==> config.mk <==
export PLATFORM = sky130hd
export DESIGN_NAME = nand_strobe_gen
export DESIGN_NICKNAME = d
export VERILOG_FILES = /design/src/rtl/nsg_pkg.sv /design/src/rtl/nsg_phase_timer.sv /design/src/rtl/nsg_gap_sel.sv /design/src/rtl/nsg_len_calc.sv /design/src/rtl/nand_strobe_gen.sv
export SDC_FILE = /design/constraint.sdc
export NUM_CORES = 1
export LEC_CHECK = 0
export BUFFER_PORTS_ARGS = -buffer_cell sky130_fd_sc_hd__buf_4
export CORE_ASPECT_RATIO = 0.8
export CORE_MARGIN = 8
export CORE_UTILIZATION = 52
export DETAILED_ROUTE_END_ITERATION = 6
export PLACE_DENSITY = 0.83
export SLEW_MARGIN = 20
export SYNTH_ARGS = -nofsm -noshare
export SYNTH_HDL_FRONTEND = slang
export SYNTH_HIERARCHICAL = 1
export SYNTH_SLANG_ARGS = --single-unit
==> constraint.sdc <==
create_clock -name clk -period 5.1 [get_ports clk]
set_clock_uncertainty 0.1 [all_clocks]
set_input_delay 1.02 -clock clk [delete_from_list [all_inputs] [get_ports clk]]
set_output_delay 1.02 -clock clk [all_outputs]
set_load 0.005 [all_outputs]
==> src/rtl/nsg_pkg.sv <==
package nsg_pkg;
    typedef enum logic [1:0] {
        CYC_CMD  = 2'd0,
        CYC_ADDR = 2'd1,
        CYC_WR   = 2'd2,
        CYC_RD   = 2'd3
    } cyc_kind_e;

    typedef enum logic [2:0] {
        ST_IDLE,
        ST_GAP,
        ST_SETUP,
        ST_LOW,
        ST_HIGH
    } seq_state_e;
endpackage

==> src/rtl/nsg_phase_timer.sv <==
module nsg_phase_timer #(
    parameter int LEN_W = 8
) (
    input  logic             clk,
    input  logic             rst_n,
    input  logic             restart,
    input  logic [LEN_W-1:0] len,
    output logic [LEN_W-1:0] elapsed,
    output logic             last
);
    always_ff @(posedge clk or negedge rst_n) begin
        if (!rst_n)       elapsed <= '0;
        else if (restart) elapsed <= '0;
        else              elapsed <= elapsed + 1'b1;
    end

    // len is never below one, so len-1 does not wrap
    assign last = (elapsed >= len - 1'b1);
endmodule

==> src/rtl/nsg_gap_sel.sv <==
module nsg_gap_sel import nsg_pkg::*; #(
    parameter int CNT_W = 6,
    parameter int A2D_W = 7,
    parameter int LEN_W = 8
) (
    input  logic              prev_vld,
    input  cyc_kind_e         prev_kind,
    input  cyc_kind_e         new_kind,
    input  logic [CNT_W-1:0]  w2r_cfg,
    input  logic [CNT_W-1:0]  r2w_cfg,
    input  logic [CNT_W-1:0]  r2r_cfg,
    input  logic [A2D_W-1:0]  a2d_cfg,
    output logic              need,
    output logic [LEN_W-1:0]  len
);
    logic [CNT_W-1:0] pick;
    logic [A2D_W-1:0] pick_a2d;
    logic             use_a2d;

    always_comb begin
        need     = 1'b0;
        use_a2d  = 1'b0;
        pick     = '0;
        pick_a2d = a2d_cfg;
        if (prev_vld) begin
            if (new_kind == CYC_RD) begin
                need = 1'b1;
                unique case (prev_kind)
                    CYC_RD:   pick    = r2r_cfg;
                    CYC_ADDR: use_a2d = 1'b1;
                    default:  pick    = w2r_cfg;
                endcase
            end else if (prev_kind == CYC_RD) begin
                need = 1'b1;
                pick = r2w_cfg;
            end else if (prev_kind == CYC_ADDR && new_kind == CYC_WR) begin
                need    = 1'b1;
                use_a2d = 1'b1;
            end
        end
        if (use_a2d) len = (pick_a2d == '0) ? LEN_W'(1) : LEN_W'(pick_a2d);
        else         len = (pick == '0)     ? LEN_W'(1) : LEN_W'(pick);
    end
endmodule

==> src/rtl/nsg_len_calc.sv <==
module nsg_len_calc #(
    parameter int CNT_W    = 6,
    parameter int LEN_W    = 8,
    parameter int CLK_MULT = 4
) (
    input  logic [CNT_W-1:0] lo_cfg,
    input  logic [CNT_W-1:0] hi_cfg,
    input  logic [CNT_W-1:0] acc_cfg,
    input  logic [CNT_W-1:0] cs_cfg,
    input  logic             is_read,
    output logic [LEN_W-1:0] low_len,
    output logic [LEN_W-1:0] high_len,
    output logic [LEN_W-1:0] acc_len,
    output logic [LEN_W-1:0] cs_len
);
    localparam logic [LEN_W-1:0] MULT_L = LEN_W'(CLK_MULT);

    logic [LEN_W-1:0] lo_e, floor_lo, base_lo;

    always_comb begin
        lo_e     = (lo_cfg  == '0) ? LEN_W'(1) : LEN_W'(lo_cfg);
        high_len = (hi_cfg  == '0) ? LEN_W'(1) : LEN_W'(hi_cfg);
        acc_len  = (acc_cfg == '0) ? LEN_W'(1) : LEN_W'(acc_cfg);
        cs_len   = (cs_cfg  == '0) ? LEN_W'(1) : LEN_W'(cs_cfg);
        floor_lo = (high_len >= MULT_L) ? LEN_W'(1) : (MULT_L - high_len);
        base_lo  = (lo_e > floor_lo) ? lo_e : floor_lo;
        low_len  = (is_read && acc_len > base_lo) ? acc_len : base_lo;
    end
endmodule

==> src/rtl/nand_strobe_gen.sv <==
module nand_strobe_gen import nsg_pkg::*; #(
    parameter int CNT_W      = 6,
    parameter int A2D_W      = 7,
    parameter int DATA_W     = 8,
    parameter int CLK_MULT   = 4,
    parameter bit A2D_NARROW = 1'b0
) (
    input  logic              clk,
    input  logic              rst_n,
    input  logic              req_valid,
    output logic              req_ready,
    input  logic [1:0]        req_type,
    input  logic [DATA_W-1:0] req_data,
    input  logic [CNT_W-1:0]  cfg_cs_setup,
    input  logic [CNT_W-1:0]  cfg_lo,
    input  logic [CNT_W-1:0]  cfg_hi,
    input  logic [CNT_W-1:0]  cfg_acc,
    input  logic [CNT_W-1:0]  cfg_w2r,
    input  logic [CNT_W-1:0]  cfg_r2w,
    input  logic [CNT_W-1:0]  cfg_r2r,
    input  logic [A2D_W-1:0]  cfg_a2d,
    output logic              ce_n,
    output logic              cle,
    output logic              ale,
    output logic              we_n,
    output logic              re_n,
    output logic [DATA_W-1:0] dq_out,
    output logic              dq_oe,
    input  logic [DATA_W-1:0] dq_in,
    output logic              rd_valid,
    output logic [DATA_W-1:0] rd_data
);
    localparam int WIDEST = (A2D_W > CNT_W) ? A2D_W : CNT_W;
    localparam int LEN_W  = WIDEST + 1;

    seq_state_e        state, state_nxt;
    cyc_kind_e         cur_kind, prev_kind;
    logic              prev_vld;
    logic [DATA_W-1:0] cur_data;
    logic [LEN_W-1:0]  gap_len_q, gap_len, phase_len;
    logic [LEN_W-1:0]  low_len, high_len, acc_len, cs_len, elapsed;
    logic              gap_need, last, accept, is_read, ce_act;
    logic [A2D_W-1:0]  a2d_use;

    // legacy variant keeps one bit fewer of the address-to-data count
    generate
        if (A2D_NARROW) begin : g_a2d_narrow
            assign a2d_use = {1'b0, cfg_a2d[A2D_W-2:0]};
        end else begin : g_a2d_full
            assign a2d_use = cfg_a2d;
        end
    endgenerate

    assign accept  = req_valid && (state == ST_IDLE);
    assign is_read = (cur_kind == CYC_RD);

    nsg_gap_sel #(.CNT_W(CNT_W), .A2D_W(A2D_W), .LEN_W(LEN_W)) gap_i (
        .prev_vld (prev_vld),
        .prev_kind(prev_kind),
        .new_kind (cyc_kind_e'(req_type)),
        .w2r_cfg  (cfg_w2r),
        .r2w_cfg  (cfg_r2w),
        .r2r_cfg  (cfg_r2r),
        .a2d_cfg  (a2d_use),
        .need     (gap_need),
        .len      (gap_len)
    );

    nsg_len_calc #(.CNT_W(CNT_W), .LEN_W(LEN_W), .CLK_MULT(CLK_MULT)) len_i (
        .lo_cfg  (cfg_lo),
        .hi_cfg  (cfg_hi),
        .acc_cfg (cfg_acc),
        .cs_cfg  (cfg_cs_setup),
        .is_read (is_read),
        .low_len (low_len),
        .high_len(high_len),
        .acc_len (acc_len),
        .cs_len  (cs_len)
    );

    always_comb begin
        unique case (state)
            ST_GAP:   phase_len = gap_len_q;
            ST_SETUP: phase_len = cs_len;
            ST_LOW:   phase_len = low_len;
            ST_HIGH:  phase_len = high_len;
            default:  phase_len = LEN_W'(1);
        endcase
    end

    nsg_phase_timer #(.LEN_W(LEN_W)) tmr_i (
        .clk    (clk),
        .rst_n  (rst_n),
        .restart(state_nxt != state),
        .len    (phase_len),
        .elapsed(elapsed),
        .last   (last)
    );

    // next-state decision
    always_comb begin
        state_nxt = state;
        unique case (state)
            ST_IDLE:  if (req_valid) state_nxt = gap_need ? ST_GAP : ST_SETUP;
            ST_GAP:   if (last)      state_nxt = ST_SETUP;
            ST_SETUP: if (last)      state_nxt = ST_LOW;
            ST_LOW:   if (last)      state_nxt = ST_HIGH;
            ST_HIGH:  if (last)      state_nxt = ST_IDLE;
            default:                 state_nxt = ST_IDLE;
        endcase
    end

    // state register and per-cycle context
    always_ff @(posedge clk or negedge rst_n) begin
        if (!rst_n) begin
            state     <= ST_IDLE;
            cur_kind  <= CYC_CMD;
            cur_data  <= '0;
            prev_kind <= CYC_CMD;
            prev_vld  <= 1'b0;
            gap_len_q <= LEN_W'(1);
            rd_valid  <= 1'b0;
            rd_data   <= '0;
        end else begin
            state    <= state_nxt;
            rd_valid <= 1'b0;
            if (accept) begin
                cur_kind  <= cyc_kind_e'(req_type);
                cur_data  <= req_data;
                gap_len_q <= gap_len;
            end
            if (state == ST_HIGH && last) begin
                prev_kind <= cur_kind;
                prev_vld  <= 1'b1;
            end
            if (state == ST_LOW && is_read && elapsed == acc_len - 1'b1) begin
                rd_valid <= 1'b1;
                rd_data  <= dq_in;
            end
        end
    end

    // pin outputs
    always_comb begin
        ce_act    = (state == ST_SETUP) || (state == ST_LOW) || (state == ST_HIGH);
        req_ready = (state == ST_IDLE);
        ce_n      = !ce_act;
        cle       = ce_act && (cur_kind == CYC_CMD);
        ale       = ce_act && (cur_kind == CYC_ADDR);
        we_n      = !((state == ST_LOW) && !is_read);
        re_n      = !((state == ST_LOW) && is_read);
        dq_oe     = ce_act && !is_read;
        dq_out    = cur_data;
    end
endmodule

==> After elaboration in Yosys (flattened, before gate mapping) <==
Index checks and enable logic that the tools add are counted.
{ "classes": {"addsub": 4, "reduce_logical": 24, "n_eq_ne": 12, "order_cmp": 4, "muxes": 32} }
{ "ops": {"columns": ["op", "count"], "rows": [
  ["$mux 6", 8],
  ["$mux 8", 5],
  ["$pmux 8 s4", 1],
  ["$logic_not 6->1", 5],
  ["$gt 8x8->1", 2],
  ["$sub 8x1->8 const B", 2],
  ["$mux 3", 5],
  ["$pmux 3 s5", 1],
  ["$pmux 6 s2", 1],
  ["$logic_and 1x1->1", 10],
  ["$mux 1", 9],
  ["$add 8x1->8 const B", 1],
  ["$eq 2x2->1 const B", 4],
  ["$eq 8x8->1", 1],
  ["$ge 8x3->1 const B", 1],
  ["$ge 8x8->1", 1],
  ["$sub 3x8->8 const A", 1],
  ["$logic_not 7->1", 1],
  ["$mux 7", 1],
  ["$eq 3x2->1 const B", 2],
  ["$eq 2x1->1 const B", 2],
  ["$logic_not 1->1", 4],
  ["$eq 3x1->1 const B", 1],
  ["$eq 3x3->1 const B", 1],
  ["5 further kinds", 6]
]} }
{ "totals": {"output_inout_bits": 24, "register_bits": 41} }

==> Logic depth before layout (Yosys ltp) <==
Gate-level depths: netlist (run 1).
{ "depth": {"ltp_word": 16, "depth_mapped": 38} }

==> Modules after synthesis <==
The synthesis (run 1) kept the hierarchy.
{ "modules_own_cells": {"columns": ["mod", "n_inst", "seq_area_each_um2", "cells_per_inst", "area_per_inst_um2"], "rows": [
  ["nand_strobe_gen", 1, 827.0, 172, 1841.8],
  ["nsg_len_calc", 1, 0.0, 119, 827.0],
  ["nsg_phase_timer", 1, 200.2, 70, 625.6],
  ["nsg_gap_sel", 1, 0.0, 52, 331.6]
]} }

==> Worst setup path after synthesis (run 1) <==
No wires, ideal clock.
{ "synth_path": {"kind": "input to register", "startpoint": "in cfg_hi[3]", "endpoint": "reg tmr_i.elapsed[2]", "required_time_ps": 4871, "arrival_ps": 7339, "setup_time_ps": 129, "path_slack_ps": -2468, "path_buffers": 4, "cell_stages": 38, "path_cell_list": "nor3_4 -> a21o_1 -> inv_1 -> ha_1 -> nand2b_2 -> nor3_2 -> and2_1 -> buf_6 -> inv_2 -> buf_2 -> ha_1 -> o21a_1 -> o22ai_1 -> a31oi_4 -> and2_4 -> buf_6 -> nand2_1 -> ha_1 -> (+2 left out) -> a211oi_4 -> o21a_1 -> o221ai_1 -> mux2_2 -> nand2_1 -> o21ai_0 -> nor3_1 -> nor3b_1 -> xnor2_1 -> ha_1 -> nand2_1 -> or3_1 -> o221ai_1 -> nand2b_1 -> o21ai_0 -> a21oi_1 -> clkbuf_1 -> nor2_1"} }
{ "synth_between": {"elab_chain_cells": 16, "elab_cells_between_ends": 20, "cone_classes": "add/sub: 2; order compare: 4; eq/ne: 1; mux: 11; reduce/logical: 2"} }
{ "synth_rtl": {"columns": ["item", "line_no", "rtl"], "rows": [
  ["start, declared", "nand_strobe_gen.sv:16", "input logic [CNT_W-1:0] cfg_hi,"],
  ["$logic_not 6->1 *", "nsg_len_calc.sv:22", "high_len = (hi_cfg == '0) ? LEN_W'(1) : LEN_W'(hi_cfg);"],
  ["$mux 6 *", "nsg_len_calc.sv:22", null],
  ["net high_len[0]", "nand_strobe_gen.sv:41", "logic [LEN_W-1:0] low_len, high_len, acc_len, cs_len, elapsed;"],
  ["$sub 3x8->8 or $ge 8x3->1 (tied branches)", "nsg_len_calc.sv:25", "floor_lo = (high_len >= MULT_L) ? LEN_W'(1) : (MULT_L - high_len);"],
  ["$mux 8 *", "nsg_len_calc.sv:25", null],
  ["$gt 8x8->1", "nsg_len_calc.sv:26", "base_lo = (lo_e > floor_lo) ? lo_e : floor_lo;"],
  ["$mux 8 *", "nsg_len_calc.sv:26", null],
  ["$gt 8x8->1", "nsg_len_calc.sv:27", "low_len = (is_read && acc_len > base_lo) ? acc_len : base_lo;"],
  ["(+2 left out)", null, null],
  ["net low_len[6]", "nand_strobe_gen.sv:41", null],
  ["$pmux 8 s4 *", "nand_strobe_gen.sv:82", "unique case (state)"],
  ["$sub 8x1->8 *", "nsg_phase_timer.sv:18", "assign last = (elapsed >= len - 1'b1);"],
  ["$ge 8x8->1 *", "nsg_phase_timer.sv:18", null],
  ["net last", "nand_strobe_gen.sv:42", "logic gap_need, last, accept, is_read, ce_act;"],
  ["$mux 3, on equally long branches", null, null],
  ["$pmux 3 s5 *", "nand_strobe_gen.sv:103", "unique case (state)"],
  ["$ne 3x3->1 *", "nand_strobe_gen.sv:94", ".restart(state_nxt != state),"],
  ["$mux 8 *", "nsg_phase_timer.sv:13", "else if (restart) elapsed <= '0;"],
  ["end signal, assigned", "nsg_phase_timer.sv:14", "else elapsed <= elapsed + 1'b1;"],
  ["end, declared", "nsg_phase_timer.sv:8", "output logic [LEN_W-1:0] elapsed,"]
]} }
Mark *: on every way through the listed nets, which the timed path passes. The rest lies on a longest branch.
A chain may end at the register's enable or synchronous reset.

==> Worst setup path after layout (run 1) <==
{ "layout_path": {"startpoint": "in cfg_hi[5]", "endpoint": "reg prev_kind[1]"} }
{ "layout_between": {"elab_chain_cells": 13, "elab_cells_between_ends": 14, "cone_classes": "add/sub: 2; order compare: 4; mux: 5; reduce/logical: 3"} }
{ "layout_rtl": {"columns": ["item", "line_no", "rtl"], "rows": [
  ["$logic_not 6->1 *", "nsg_len_calc.sv:22", null],
  ["$mux 6 *", "nsg_len_calc.sv:22", null],
  ["net high_len[0]", "nand_strobe_gen.sv:41", null],
  ["$sub 3x8->8 or $ge 8x3->1 (tied branches)", "nsg_len_calc.sv:25", null],
  ["$mux 8 *", "nsg_len_calc.sv:25", null],
  ["$gt 8x8->1", "nsg_len_calc.sv:26", null],
  ["$mux 8 *", "nsg_len_calc.sv:26", null],
  ["$gt 8x8->1", "nsg_len_calc.sv:27", null],
  ["$logic_and 1x1->1", "nsg_len_calc.sv:27", null],
  ["$mux 8 *", "nsg_len_calc.sv:27", null],
  ["net low_len[6]", "nand_strobe_gen.sv:41", null],
  ["$pmux 8 s4 *", "nand_strobe_gen.sv:82", null],
  ["$sub 8x1->8 *", "nsg_phase_timer.sv:18", null],
  ["$ge 8x8->1 *", "nsg_phase_timer.sv:18", null],
  ["net last", "nand_strobe_gen.sv:42", null],
  ["$logic_and 1x1->1 *", "nand_strobe_gen.sv:132", "if (state == ST_HIGH && last) begin"],
  ["end signal, assigned", "nand_strobe_gen.sv:133", "prev_kind <= cur_kind;"],
  ["end, declared", "nand_strobe_gen.sv:37", "cyc_kind_e cur_kind, prev_kind;"]
]} }
Marked as above.

==> run_summary.xml, run 1 <==
<?xml version="1.0" encoding="UTF-8"?>
<metrics>
  <group name="timing">
    <metric name="max_slew_vio_count" unit="">0</metric>
    <metric name="finalWorstPathRequiredPeriod" unit="ps">7190</metric>
    <metric name="worst_slew_pin_slew" unit="ps">888</metric>
    <metric name="finalSetupViolCount" unit="">14</metric>
    <metric name="period_share" unit="">1.41</metric>
    <metric name="layout_setup_ws" unit="ps">-2090</metric>
    <metric name="worst_slew_slack_as_a_fraction_of_its_limit" unit="">0.408</metric>
    <metric name="report.final.hold_viol_count" unit="">0</metric>
    <metric name="rsz0062_at_grt" unit="">true</metric>
    <metric name="fmax" unit="MHz">139</metric>
  </group>
  <group name="worst_setup_path">
    <metric name="slowest_stage_cell_cp" unit="">sky130_fd_sc_hd__or3_4</metric>
    <metric name="worst_r2r_path_depth" unit="">18</metric>
    <metric name="worstReg2RegEnd" unit="">prev_kind[1]</metric>
    <metric name="timing.reg2reg.setup_slack" unit="ps">840</metric>
    <metric name="critical_path.max_fanout" unit="">5</metric>
    <metric name="cp-end-kind" unit="">flop</metric>
    <metric name="cp_data_required_time" unit="ps">5180</metric>
    <metric name="crit_path_start_kind" unit="">input pin</metric>
    <metric name="crit_type" unit="">input pin to flop</metric>
    <metric name="worst_r2r_startpoint" unit="">cur_kind[1]</metric>
    <metric name="worstPathArrival" unit="ps">7280</metric>
    <metric name="cpPeakStageDelay" unit="ps">370</metric>
  </group>
  <group name="power_and_ir_drop">
    <metric name="irDropWorstVdd" unit="mV">0.359</metric>
    <metric name="p_total" unit="W">0.00219</metric>
    <metric name="total_switching_power" unit="W">0.000901</metric>
    <metric name="power.combinational.fraction" unit="">0.657</metric>
    <metric name="pwr_density_cell" unit="mW/mm2">411</metric>
    <metric name="share_seq_of_total_power" unit="">0.248</metric>
    <metric name="cell_internal_pwr" unit="W">0.00129</metric>
    <metric name="power_leakage" unit="nW">2.49</metric>
    <metric name="clock_power_share" unit="">0.095</metric>
    <metric name="power.switching_fraction" unit="">0.412</metric>
  </group>
  <group name="hold_path">
    <metric name="worst_hold_startpoint" unit="">rd_data[4]</metric>
    <metric name="hold_critical_path_endpoint" unit="">rd_data[4]</metric>
    <metric name="cell_depth_of_the_worst_hold_path" unit="">1</metric>
    <metric name="worstHoldPathType" unit="">flop to flop</metric>
  </group>
  <group name="floorplanning">
    <metric name="start_util" unit="">0.531</metric>
    <metric name="die_h" unit="um">90.7</metric>
    <metric name="ios" unit="">94</metric>
    <metric name="die_width" unit="um">109</metric>
    <metric name="fp.dieArea" unit="mm2">0.00992</metric>
    <metric name="core_region_area" unit="mm2">0.00682</metric>
    <metric name="fp-row-count" unit="">27</metric>
  </group>
  <group name="finish">
    <metric name="mostFrequentLayoutCells" unit="">sky130_fd_sc_hd__buf_4 (159), sky130_fd_sc_hd__dfrtp_1 (40), sky130_fd_sc_hd__nand2_1 (32)</metric>
    <metric name="layout.nets" unit="">643</metric>
    <metric name="post_layout_nonfiller_instances" unit="">637</metric>
    <metric name="fillCellCount" unit="">453</metric>
    <metric name="n_antenna_cell" unit="">0</metric>
    <metric name="mostFrequentLayoutCell" unit="">sky130_fd_sc_hd__buf_4</metric>
    <metric name="layout-drive-gt1-share" unit="">0.524</metric>
    <metric name="areaGrowthSynthToFinish" unit="%">46.7</metric>
  </group>
  <group name="clock_network">
    <metric name="worst_setup_hold_path_clk_slew" unit="ps">80</metric>
    <metric name="clock_sinks" unit="">41</metric>
    <metric name="numCtsBuffers" unit="">5</metric>
    <metric name="cts_hold_repair.buffers" unit="">0</metric>
    <metric name="cts_root_buffer" unit="">sky130_fd_sc_hd__clkbuf_8</metric>
    <metric name="htree_num_levels" unit="">2</metric>
    <metric name="insertion_delay" unit="ps">290</metric>
    <metric name="tritoncts" unit="">yes</metric>
    <metric name="cts_buffer_depth" unit="">2</metric>
  </group>
  <group name="routing">
    <metric name="detailed_route_iter0_violations" unit="">204</metric>
    <metric name="detailedRoute.firstPassIterationCount" unit="">5</metric>
    <metric name="avgViaCountPerCell" unit="">5.93</metric>
    <metric name="remaining_drc_errors" unit="">0</metric>
    <metric name="vias" unit="">3780</metric>
    <metric name="antenna_violating_nets_post_route" unit="">0</metric>
    <metric name="wl_per_cell" unit="um">18.2</metric>
    <metric name="drt-total-wl" unit="um">11600</metric>
  </group>
  <group name="synthesis">
    <metric name="flip_flop_and_latch_count_after_synthesis" unit="">41</metric>
    <metric name="ys_seq_area_frac" unit="">0.283</metric>
    <metric name="netlist_area" unit="mm2">0.00363</metric>
    <metric name="synth.lib_cells_used.distinct" unit="">77</metric>
    <metric name="ys_top_cells_by_area" unit="">sky130_fd_sc_hd__dfrtp_1 (28%), sky130_fd_sc_hd__mux2_2 (8.7%), sky130_fd_sc_hd__ha_1 (8.3%), sky130_fd_sc_hd__nand2_1 (3.7%), sky130_fd_sc_hd__a21oi_1 (3.3%)</metric>
    <metric name="synth_enable_flop_cells" unit="">0</metric>
    <metric name="async_flop_share" unit="">1.00</metric>
    <metric name="synth_top_area_frac" unit="">0.276</metric>
    <metric name="netlist.top_cell.by_area" unit="">sky130_fd_sc_hd__dfrtp_1</metric>
    <metric name="ys.flop_type" unit="">sky130_fd_sc_hd__dfrtp_1</metric>
    <metric name="syn_avg_cell_area" unit="um2">8.78</metric>
    <metric name="syn_inst" unit="">413</metric>
    <metric name="synth.yosys.warnings" unit="">6</metric>
  </group>
  <group name="flow_run">
    <metric name="timing.max_cap.violations" unit="">0</metric>
  </group>
  <group name="run_status">
    <metric name="violations" unit="">negative setup slack</metric>
    <metric name="outcome" unit="">complete, but fails checks</metric>
  </group>
  <group name="global_route">
    <metric name="total_grt_overflow" unit="">0</metric>
    <metric name="grt_pass1_wl" unit="um">18500</metric>
    <metric name="grt_start_max_net_pins" unit="">42</metric>
    <metric name="first_global_vias" unit="">3877</metric>
    <metric name="antenna_found_initial" unit="">0</metric>
    <metric name="global_route_usage_sum" unit="">0.225</metric>
  </group>
  <group name="placed_design">
    <metric name="placed_cells_incl_taps" unit="">597</metric>
    <metric name="place_congestion" unit="">0.905</metric>
    <metric name="half_perimeter_wire_length_after_placement" unit="um">8040</metric>
    <metric name="port-buffer-count" unit="">93</metric>
  </group>
</metrics>
==> layout make-up <==
class	count	area, um2	share of cell area
clock inverters	3	17.5	0.00329
multi-input cells	317	2740	0.514
well taps	87	109	0.0205
inverters	17	66.3	0.0125
flip-flops and latches	41	1030	0.193
clock buffers	5	68.8	0.0129
repair buffers	167	1300	0.244
==> sequential cells by signal, indices dropped and copies added, names as in the netlist <==
register and count:
cur_kind 2, rd_data 8, rd_valid 1, prev_kind 2, dq_out 8, tmr_i/elapsed 8, prev_vld 1, gap_len_q 8
state 3
==> worst max-delay path, delay by kind of cell <==
| kind | cells | cell delay [ps] |
|---|---|---|
| AO/OA/AOI/OAI | 8 | 1370 |
| XOR/XNOR | 1 | 150 |
| adder cells (fa/ha/maj) | 4 | 1030 |
| buffers and inverters | 6 | 610 |
| multiplexers | 3 | 840 |
| AND/OR/NAND/NOR | 13 | 2270 |
==> power by group through the flow <==
stage | clock, W | sequential, W | combinational [W]
4_1_cts | 0.000213 | 0.000531 | 0.00126
3_5_place_dp | 0 | 0.000536 | 0.00101
3_3_place_gp | 0 | 0.000529 | 0.000967
2_1_floorplan | 0 | 0.000480 | 0.000705
5_1_grt | 0.000226 | 0.000556 | 0.00155
6_report | 0.000208 | 0.000542 | 0.00144
==> layer usage <==
layer	up-vias	track usage	part of all wire	wire, um
met4	0	0.0561	0.031	361
met1	1814	0.273	0.40	4580
met3	42	0.0713	0.085	989
met2	197	0.373	0.49	5660
met5	-	0	0	0
li1	1727	-	-	-
==> synthesized netlist by cell type, types with 7 or more instances <==
| master | count |
|---|---|
| sky130_fd_sc_hd__mux2i_1 | 7 |
| sky130_fd_sc_hd__clkbuf_1 | 28 |
| sky130_fd_sc_hd__a22oi_1 | 8 |
| sky130_fd_sc_hd__nand3_1 | 15 |
| sky130_fd_sc_hd__ha_1 | 24 |
| sky130_fd_sc_hd__nand2b_1 | 8 |
| sky130_fd_sc_hd__inv_1 | 15 |
| sky130_fd_sc_hd__xnor2_1 | 10 |
| sky130_fd_sc_hd__nor2_1 | 21 |
| sky130_fd_sc_hd__nand2_1 | 36 |
| sky130_fd_sc_hd__dfrtp_1 | 40 |
| sky130_fd_sc_hd__xor2_1 | 7 |
| sky130_fd_sc_hd__o22ai_1 | 7 |
| sky130_fd_sc_hd__buf_4 | 9 |
| sky130_fd_sc_hd__mux2_2 | 28 |
| sky130_fd_sc_hd__nor3_1 | 12 |
| sky130_fd_sc_hd__o21ai_0 | 9 |
| sky130_fd_sc_hd__a21oi_1 | 24 |
==> cells by family (layout without fill, tap and decap cells) <==
group           after synthesis  count (layout)  share of synthesized area
simple gates                137             137                      0.209
compound gates               94              94                      0.189
buf+inv                      61             192                     0.0807
flops                        41              41                      0.283
mux                          36              36                      0.110
fa+ha+maj                    24              24                     0.0828
xor+xnor                     17              17                     0.0411
other cells                   3               9                    0.00311
==> what timing repair did <==
action                                  CTS  global route
pin swaps                                33            28
hold endpoints to repair                  0             0
gates resized for setup                  26            39
endpoints found under the setup margin   14            14
setup buffers                            29             4
==> worst max-delay path by stage <==
stage,slack [ps],from,to
after floorplan,-1940,cfg_hi[4],tmr_i/elapsed[2]
after global placement,-2340,cfg_hi[4],tmr_i/elapsed[4]
after detailed placement,-2530,cfg_hi[4],tmr_i/elapsed[7]
after CTS,-1910,cfg_hi[3],prev_kind[1]
after global routing,-2340,cfg_hi[5],prev_kind[1]
final,-2090,cfg_hi[5],prev_kind[1]
==> per-stage QoR <==
step / cell area (um2) / hold slack [ps] / TNS, ps / worst slack (ps) / util
after floorplan: 3790 / 380 / -25980 / -1940 / -
after global placement: 4670 / 391 / -31150 / -2340 / 0.685
after detailed placement: 4670 / 397 / -33680 / -2530 / 0.685
after CTS: 5100 / 415 / -25370 / -1910 / 0.747
after global routing: 5320 / 433 / -31970 / -2340 / 0.780
final: 5320 / 409 / -28350 / -2090 / 0.780
Note: power is estimated with default switching activity, not from simulation.
==> run 2: changes to the inputs <==
--- a/config.mk
+++ b/config.mk
@@ -6,11 +6,13 @@
 export NUM_CORES = 1
 export LEC_CHECK = 0
 export BUFFER_PORTS_ARGS = -buffer_cell sky130_fd_sc_hd__buf_4
+export CELL_PAD_IN_SITES_DETAIL_PLACEMENT = 1
+export CELL_PAD_IN_SITES_GLOBAL_PLACEMENT = 1
 export CORE_ASPECT_RATIO = 0.8
 export CORE_MARGIN = 8
-export CORE_UTILIZATION = 52
+export CORE_UTILIZATION = 40
 export DETAILED_ROUTE_END_ITERATION = 6
-export PLACE_DENSITY = 0.83
+export PLACE_DENSITY = 0.85
 export SLEW_MARGIN = 20
 export SYNTH_ARGS = -nofsm -noshare
 export SYNTH_HDL_FRONTEND = slang
==> constraint.sdc (replaced) <==
create_clock -name clk -period 5.1 [get_ports clk]
set_clock_uncertainty 0.1 [all_clocks]
set_input_delay 0.51 -clock clk [delete_from_list [all_inputs] [get_ports clk]]
set_output_delay 0.51 -clock clk [all_outputs]
set_load 0.005 [all_outputs]
==> run_summary.xml, run 2 (synthesis gave the netlist of run 1 again) <==
<?xml version="1.0" encoding="UTF-8"?>
<metrics>
  <group name="global_route">
    <metric name="antenna_found_initial" unit="">0</metric>
    <metric name="grt_start_max_net_pins" unit="">42</metric>
    <metric name="first_global_vias" unit="">4257</metric>
    <metric name="global_route_usage_sum" unit="">0.215</metric>
    <metric name="total_grt_overflow" unit="">0</metric>
    <metric name="grt_pass1_wl" unit="um">21300</metric>
  </group>
  <group name="worst_setup_path">
    <metric name="crit_type" unit="">input pin to flop</metric>
    <metric name="worst_r2r_startpoint" unit="">state[1]</metric>
    <metric name="cpPeakStageDelay" unit="ps">340</metric>
    <metric name="worstPathArrival" unit="ps">6700</metric>
    <metric name="critical_path.max_fanout" unit="">4</metric>
    <metric name="cp-end-kind" unit="">flop</metric>
    <metric name="cp_data_required_time" unit="ps">5160</metric>
    <metric name="critical-path-top-cell-by-count" unit="">sky130_fd_sc_hd__mux2_4</metric>
    <metric name="timing.reg2reg.setup_slack" unit="ps">750</metric>
    <metric name="slowest_stage_cell_cp" unit="">sky130_fd_sc_hd__or3_4</metric>
    <metric name="startpoint" unit="">cfg_hi[3]</metric>
    <metric name="crit_path_start_kind" unit="">input pin</metric>
  </group>
  <group name="timing">
    <metric name="finalSetupViolCount" unit="">14</metric>
    <metric name="period_share" unit="">1.30</metric>
    <metric name="worst_slew_pin_slew" unit="ps">926</metric>
    <metric name="worst_slew_slack_as_a_fraction_of_its_limit" unit="">0.383</metric>
    <metric name="fmax" unit="MHz">151</metric>
    <metric name="rsz0062_at_grt" unit="">true</metric>
    <metric name="layout_setup_ws" unit="ps">-1540</metric>
    <metric name="max_slew_vio_count" unit="">0</metric>
    <metric name="finalWorstPathRequiredPeriod" unit="ps">6640</metric>
    <metric name="report.final.hold_viol_count" unit="">0</metric>
  </group>
  <group name="routing">
    <metric name="detailedRoute.firstPassIterationCount" unit="">4</metric>
    <metric name="remaining_drc_errors" unit="">0</metric>
    <metric name="detailed_route_iter0_violations" unit="">122</metric>
    <metric name="avgViaCountPerCell" unit="">5.69</metric>
    <metric name="wl_per_cell" unit="um">20.9</metric>
    <metric name="drt-total-wl" unit="um">13700</metric>
    <metric name="vias" unit="">3710</metric>
    <metric name="antenna_violating_nets_post_route" unit="">0</metric>
  </group>
  <group name="flow_run">
    <metric name="timing.max_cap.violations" unit="">0</metric>
  </group>
  <group name="power_and_ir_drop">
    <metric name="pwr_density_cell" unit="mW/mm2">431</metric>
    <metric name="irDropWorstVdd" unit="mV">0.321</metric>
    <metric name="power_leakage" unit="nW">2.46</metric>
    <metric name="p_total" unit="W">0.00231</metric>
  </group>
  <group name="floorplanning">
    <metric name="die_width" unit="um">122</metric>
    <metric name="die_h" unit="um">101</metric>
    <metric name="fp.dieArea" unit="mm2">0.0124</metric>
    <metric name="fp-row-count" unit="">31</metric>
    <metric name="start_util" unit="">0.406</metric>
    <metric name="core_region_area" unit="mm2">0.00892</metric>
    <metric name="ios" unit="">94</metric>
  </group>
  <group name="finish">
    <metric name="mostFrequentLayoutCell" unit="">sky130_fd_sc_hd__buf_4</metric>
    <metric name="mostFrequentLayoutCells" unit="">sky130_fd_sc_hd__buf_4 (144), sky130_fd_sc_hd__dfrtp_1 (40), sky130_fd_sc_hd__nand2_1 (31)</metric>
    <metric name="areaGrowthSynthToFinish" unit="%">47.4</metric>
    <metric name="regArea" unit="mm2">0.00103</metric>
    <metric name="layout-drive-gt1-share" unit="">0.503</metric>
    <metric name="fillCellCount" unit="">1038</metric>
    <metric name="n_antenna_cell" unit="">0</metric>
    <metric name="post_layout_nonfiller_instances" unit="">652</metric>
    <metric name="multi_input_comb_area" unit="mm2">0.00272</metric>
    <metric name="layout.nets" unit="">630</metric>
  </group>
  <group name="placed_design">
    <metric name="half_perimeter_wire_length_after_placement" unit="um">9660</metric>
    <metric name="port-buffer-count" unit="">93</metric>
    <metric name="placed_cells_incl_taps" unit="">621</metric>
    <metric name="place_congestion" unit="">0.837</metric>
  </group>
  <group name="clock_network">
    <metric name="clock_sinks" unit="">41</metric>
    <metric name="insertion_delay" unit="ps">280</metric>
    <metric name="cts_root_buffer" unit="">sky130_fd_sc_hd__clkbuf_16</metric>
    <metric name="worst_setup_hold_path_clk_slew" unit="ps">60</metric>
    <metric name="htree_num_levels" unit="">2</metric>
    <metric name="cts_hold_repair.buffers" unit="">0</metric>
    <metric name="numCtsBuffers" unit="">5</metric>
    <metric name="cts_buffer_depth" unit="">2</metric>
    <metric name="tritoncts" unit="">yes</metric>
  </group>
  <group name="run_status">
    <metric name="violations" unit="">negative setup slack</metric>
    <metric name="outcome" unit="">complete, but fails checks</metric>
  </group>
  <group name="hold_path">
    <metric name="worstHoldPathType" unit="">input pin to async pin</metric>
  </group>
</metrics>
==> run 2: cell count changes in the layout (fill, tap and decap cells not counted), sizes merged <==
cell	delta
buf	-13
clkinvlp	-1
bufinv	+2
clkinv	-1
==> run 2: layout make-up <==
type,instances,share of cell area
multi-input cells,317,0.509
repair buffers,154,0.224
flip-flops and latches,41,0.192
well taps,115,0.0269
clock buffers,5,0.0234
inverters,17,0.0124
clock inverters,3,0.0122
==> run 2: stage by stage <==
| stage | hold slack [ps] | instance area, um2 | setup TNS [ps] | setup slack [ps] | util |
|---|---|---|---|---|---|
| 5_1_grt | 152 | 5350 | -24490 | -1800 | 0.599 |
| 2_1_floorplan | 114 | 3790 | -18840 | -1430 | - |
| 3_5_place_dp | 398 | 4680 | -26420 | -2000 | 0.525 |
| 3_3_place_gp | 392 | 4680 | -23280 | -1780 | 0.525 |
| 4_1_cts | 127 | 5150 | -17860 | -1350 | 0.578 |
| 6_report | 108 | 5350 | -20610 | -1540 | 0.599 |
==> run 2: final timing paths <==
path | endpoint | depth (start not counted)
min in group clk | rd_data[3] | 2
min | dq_out[0] | 1
min reg2reg | rd_data[1] | 1
max in group asynchronous | tmr_i/elapsed[6] | 1
max | prev_kind[1] | 34
max reg2reg | prev_kind[1] | 15
==> run 2: worst max-delay path: cells and delay by family <==
| kind | cells | cell delay [ps] |
|---|---|---|
| AOI/OAI and AO/OA | 11 | 1890 |
| and+or+nand+nor | 11 | 1830 |
| adders and majority gates | 4 | 1070 |
| muxes | 3 | 850 |
| buffers and inverters | 4 | 370 |
| xor gates and xnor gates | 1 | 160 |
==> run 2: what timing repair did <==
item	4_1_cts	5_1_grt
resized for setup	35	27
buffers inserted	15	8
pin swaps	22	28
setup endpoints to repair	14	14
==> run 2: routing by layer <==
metal	vias up	part of all wire	GRT usage
met2	111	0.53	0.404
li1	1714	-	-
met4	0	0.030	0.0729
met5	-	0	0
met1	1849	0.38	0.228
met3	36	0.058	0.0563
==> run 2: power by group <==
group	switching, W	leakage [nW]	total, W	internal, W
sequential	0.000135	0.536	0.000545	0.000410
clock	0.000125	0.0938	0.000404	0.000279
combinational	0.000646	1.83	0.00136	0.000710
==> run 3: changes to the inputs <==
--- a/config.mk
+++ b/config.mk
@@ -10,9 +10,10 @@
 export CELL_PAD_IN_SITES_GLOBAL_PLACEMENT = 1
 export CORE_ASPECT_RATIO = 0.8
 export CORE_MARGIN = 8
-export CORE_UTILIZATION = 40
+export CORE_UTILIZATION = 41
+export CTS_BUF_LIST = sky130_fd_sc_hd__clkbuf_4 sky130_fd_sc_hd__clkbuf_8
 export DETAILED_ROUTE_END_ITERATION = 6
-export PLACE_DENSITY = 0.85
+export PLACE_DENSITY = 0.87
 export SLEW_MARGIN = 20
 export SYNTH_ARGS = -nofsm -noshare
 export SYNTH_HDL_FRONTEND = slang
==> run_summary.xml, run 3 (synthesis gave the netlist of run 1 again) <==
<?xml version="1.0" encoding="UTF-8"?>
<metrics>
  <group name="placed_design">
    <metric name="place_congestion" unit="">0.819</metric>
    <metric name="half_perimeter_wire_length_after_placement" unit="um">9660</metric>
    <metric name="place_area" unit="mm2">0.00468</metric>
    <metric name="port-buffer-count" unit="">93</metric>
  </group>
  <group name="worst_setup_path">
    <metric name="slowest_stage_cell_cp" unit="">sky130_fd_sc_hd__or3_4</metric>
    <metric name="worstPathArrival" unit="ps">6820</metric>
    <metric name="cpLargestDelayFamily" unit="">simple AND/OR/NAND/NOR gates</metric>
    <metric name="critical_path.max_fanout" unit="">5</metric>
    <metric name="cp_data_required_time" unit="ps">5170</metric>
    <metric name="cp-end-kind" unit="">flop</metric>
    <metric name="crit_type" unit="">input pin to flop</metric>
    <metric name="path_buf_inv" unit="">5</metric>
    <metric name="cpPeakStageDelay" unit="ps">370</metric>
    <metric name="critical-path-top-cell-by-count" unit="">sky130_fd_sc_hd__ha_1</metric>
    <metric name="crit_path_start_kind" unit="">input pin</metric>
  </group>
  <group name="clock_network">
    <metric name="numCtsBuffers" unit="">5</metric>
    <metric name="insertion_delay" unit="ps">300</metric>
    <metric name="tritoncts" unit="">yes</metric>
    <metric name="cts_hold_repair.buffers" unit="">0</metric>
    <metric name="cts_root_buffer" unit="">sky130_fd_sc_hd__clkbuf_8</metric>
    <metric name="cts_buffer_depth" unit="">2</metric>
    <metric name="worst_setup_hold_path_clk_slew" unit="ps">90</metric>
    <metric name="clock_sinks" unit="">41</metric>
    <metric name="htree_num_levels" unit="">2</metric>
  </group>
  <group name="floorplanning">
    <metric name="ios" unit="">94</metric>
    <metric name="fp-row-count" unit="">30</metric>
    <metric name="fp.dieArea" unit="mm2">0.0121</metric>
    <metric name="die_width" unit="um">121</metric>
    <metric name="start_util" unit="">0.426</metric>
    <metric name="core_region_area" unit="mm2">0.00852</metric>
    <metric name="die_h" unit="um">100</metric>
  </group>
  <group name="power_and_ir_drop">
    <metric name="pwr_density_cell" unit="mW/mm2">421</metric>
    <metric name="power_leakage" unit="nW">2.36</metric>
    <metric name="irDropWorstVdd" unit="mV">0.284</metric>
    <metric name="p_total" unit="W">0.00215</metric>
  </group>
  <group name="global_route">
    <metric name="top_usage_layer" unit="">met2</metric>
    <metric name="grt_start_max_net_pins" unit="">42</metric>
    <metric name="first_global_vias" unit="">4156</metric>
    <metric name="antenna_found_initial" unit="">0</metric>
    <metric name="global_route.usage.met3" unit="">0.0550</metric>
    <metric name="global_route_usage_sum" unit="">0.221</metric>
    <metric name="grt_pass1_wl" unit="um">21600</metric>
    <metric name="use_met1" unit="">0.243</metric>
    <metric name="grtUsageMet2" unit="">0.405</metric>
    <metric name="total_grt_overflow" unit="">0</metric>
  </group>
  <group name="routing">
    <metric name="avgViaCountPerCell" unit="">5.73</metric>
    <metric name="wl_per_cell" unit="um">21.2</metric>
    <metric name="detailed_route_iter0_violations" unit="">189</metric>
    <metric name="drt-total-wl" unit="um">13600</metric>
    <metric name="remaining_drc_errors" unit="">0</metric>
    <metric name="vias" unit="">3675</metric>
    <metric name="detailedRoute.firstPassIterationCount" unit="">4</metric>
    <metric name="antenna_violating_nets_post_route" unit="">0</metric>
  </group>
  <group name="finish">
    <metric name="layout.nets" unit="">622</metric>
    <metric name="mostFrequentLayoutCells" unit="">sky130_fd_sc_hd__buf_4 (141), sky130_fd_sc_hd__dfrtp_1 (40), sky130_fd_sc_hd__nand2_1 (31)</metric>
    <metric name="mostFrequentLayoutCell" unit="">sky130_fd_sc_hd__buf_4</metric>
    <metric name="layout-drive-gt1-share" unit="">0.478</metric>
    <metric name="fin_area" unit="mm2">0.00511</metric>
    <metric name="n_antenna_cell" unit="">0</metric>
    <metric name="areaGrowthSynthToFinish" unit="%">41.0</metric>
  </group>
  <group name="run_status">
    <metric name="violations" unit="">negative setup slack</metric>
    <metric name="outcome" unit="">complete, but fails checks</metric>
  </group>
  <group name="timing">
    <metric name="max_slew_vio_count" unit="">0</metric>
    <metric name="rsz0062_at_grt" unit="">true</metric>
    <metric name="worst_hold_slack" unit="ps">90.3</metric>
    <metric name="finalWorstPathRequiredPeriod" unit="ps">6750</metric>
    <metric name="fmax" unit="MHz">148</metric>
    <metric name="worst_slew_pin_slew" unit="ps">893</metric>
    <metric name="report.final.hold_viol_count" unit="">0</metric>
    <metric name="layout_setup_ws" unit="ps">-1650</metric>
    <metric name="period_share" unit="">1.32</metric>
    <metric name="worst_slew_slack_as_a_fraction_of_its_limit" unit="">0.405</metric>
    <metric name="finalSetupViolCount" unit="">14</metric>
  </group>
  <group name="flow_run">
    <metric name="timing.max_cap.violations" unit="">0</metric>
  </group>
  <group name="hold_path">
    <metric name="worstHoldPathType" unit="">input pin to async pin</metric>
  </group>
</metrics>
-- run 3: layout make-up --
| type | count | area [um2] |
|---|---|---|
| Clock buffer | 8 | 91.3 |
| Fill cell | 981 | 3410 |
| Inverter | 17 | 66.3 |
| Multi-Input combinational cell | 317 | 2670 |
| Sequential cell | 41 | 1030 |
| Tap cell | 112 | 140 |
| Timing Repair Buffer | 146 | 1120 |
-- run 3: final timing paths --
kind,startpoint,endpoint,cells past startpoint,slack (ps)
setup / recovery,cfg_hi[4],prev_kind[0],34,-1650
min in group clk,dq_in[7],rd_data[7],2,340
max in group asynchronous,rst_n,prev_kind[0],1,4440
hold / removal,rst_n,gap_len_q[4],1,90
hold reg to reg,dq_out[0],dq_out[0],1,410
setup reg to reg,state[1],prev_kind[0],16,590
-- run 3: stage by stage --
| step | worst slack, ps | setup TNS (ps) | std cells | util |
|---|---|---|---|---|
| final | -1650 | -22210 | 641 | 0.600 |
| after global routing | -1920 | -26140 | 641 | 0.600 |
| after CTS | -1380 | -18210 | 637 | 0.586 |
| after detailed placement | -2070 | -26750 | 618 | 0.549 |
| after global placement | -1740 | -22750 | 618 | 0.549 |
| after floorplan | -1430 | -18840 | 419 | - |
-- run 3: layer usage --
layer | vias up | wire length [um]
met5 | - | 0
met4 | 0 | 408
met3 | 39 | 849
met2 | 129 | 7000
met1 | 1805 | 5320
li1 | 1702 | -
-- run 3: what timing repair did --
action                                  in CTS  in global routing
endpoints found under the setup margin      14                 14
gates resized for setup                     28                 17
buffers inserted                            11                  4
pin swaps                                   20                 17
-- run 3: power by group --
group	switching (W)	internal, W	leakage [nW]
registers	0.000136	0.000409	0.536
logic	0.000679	0.000702	1.77
clock network	0.000111	0.000113	0.0498
total	0.000925	0.00122	2.36
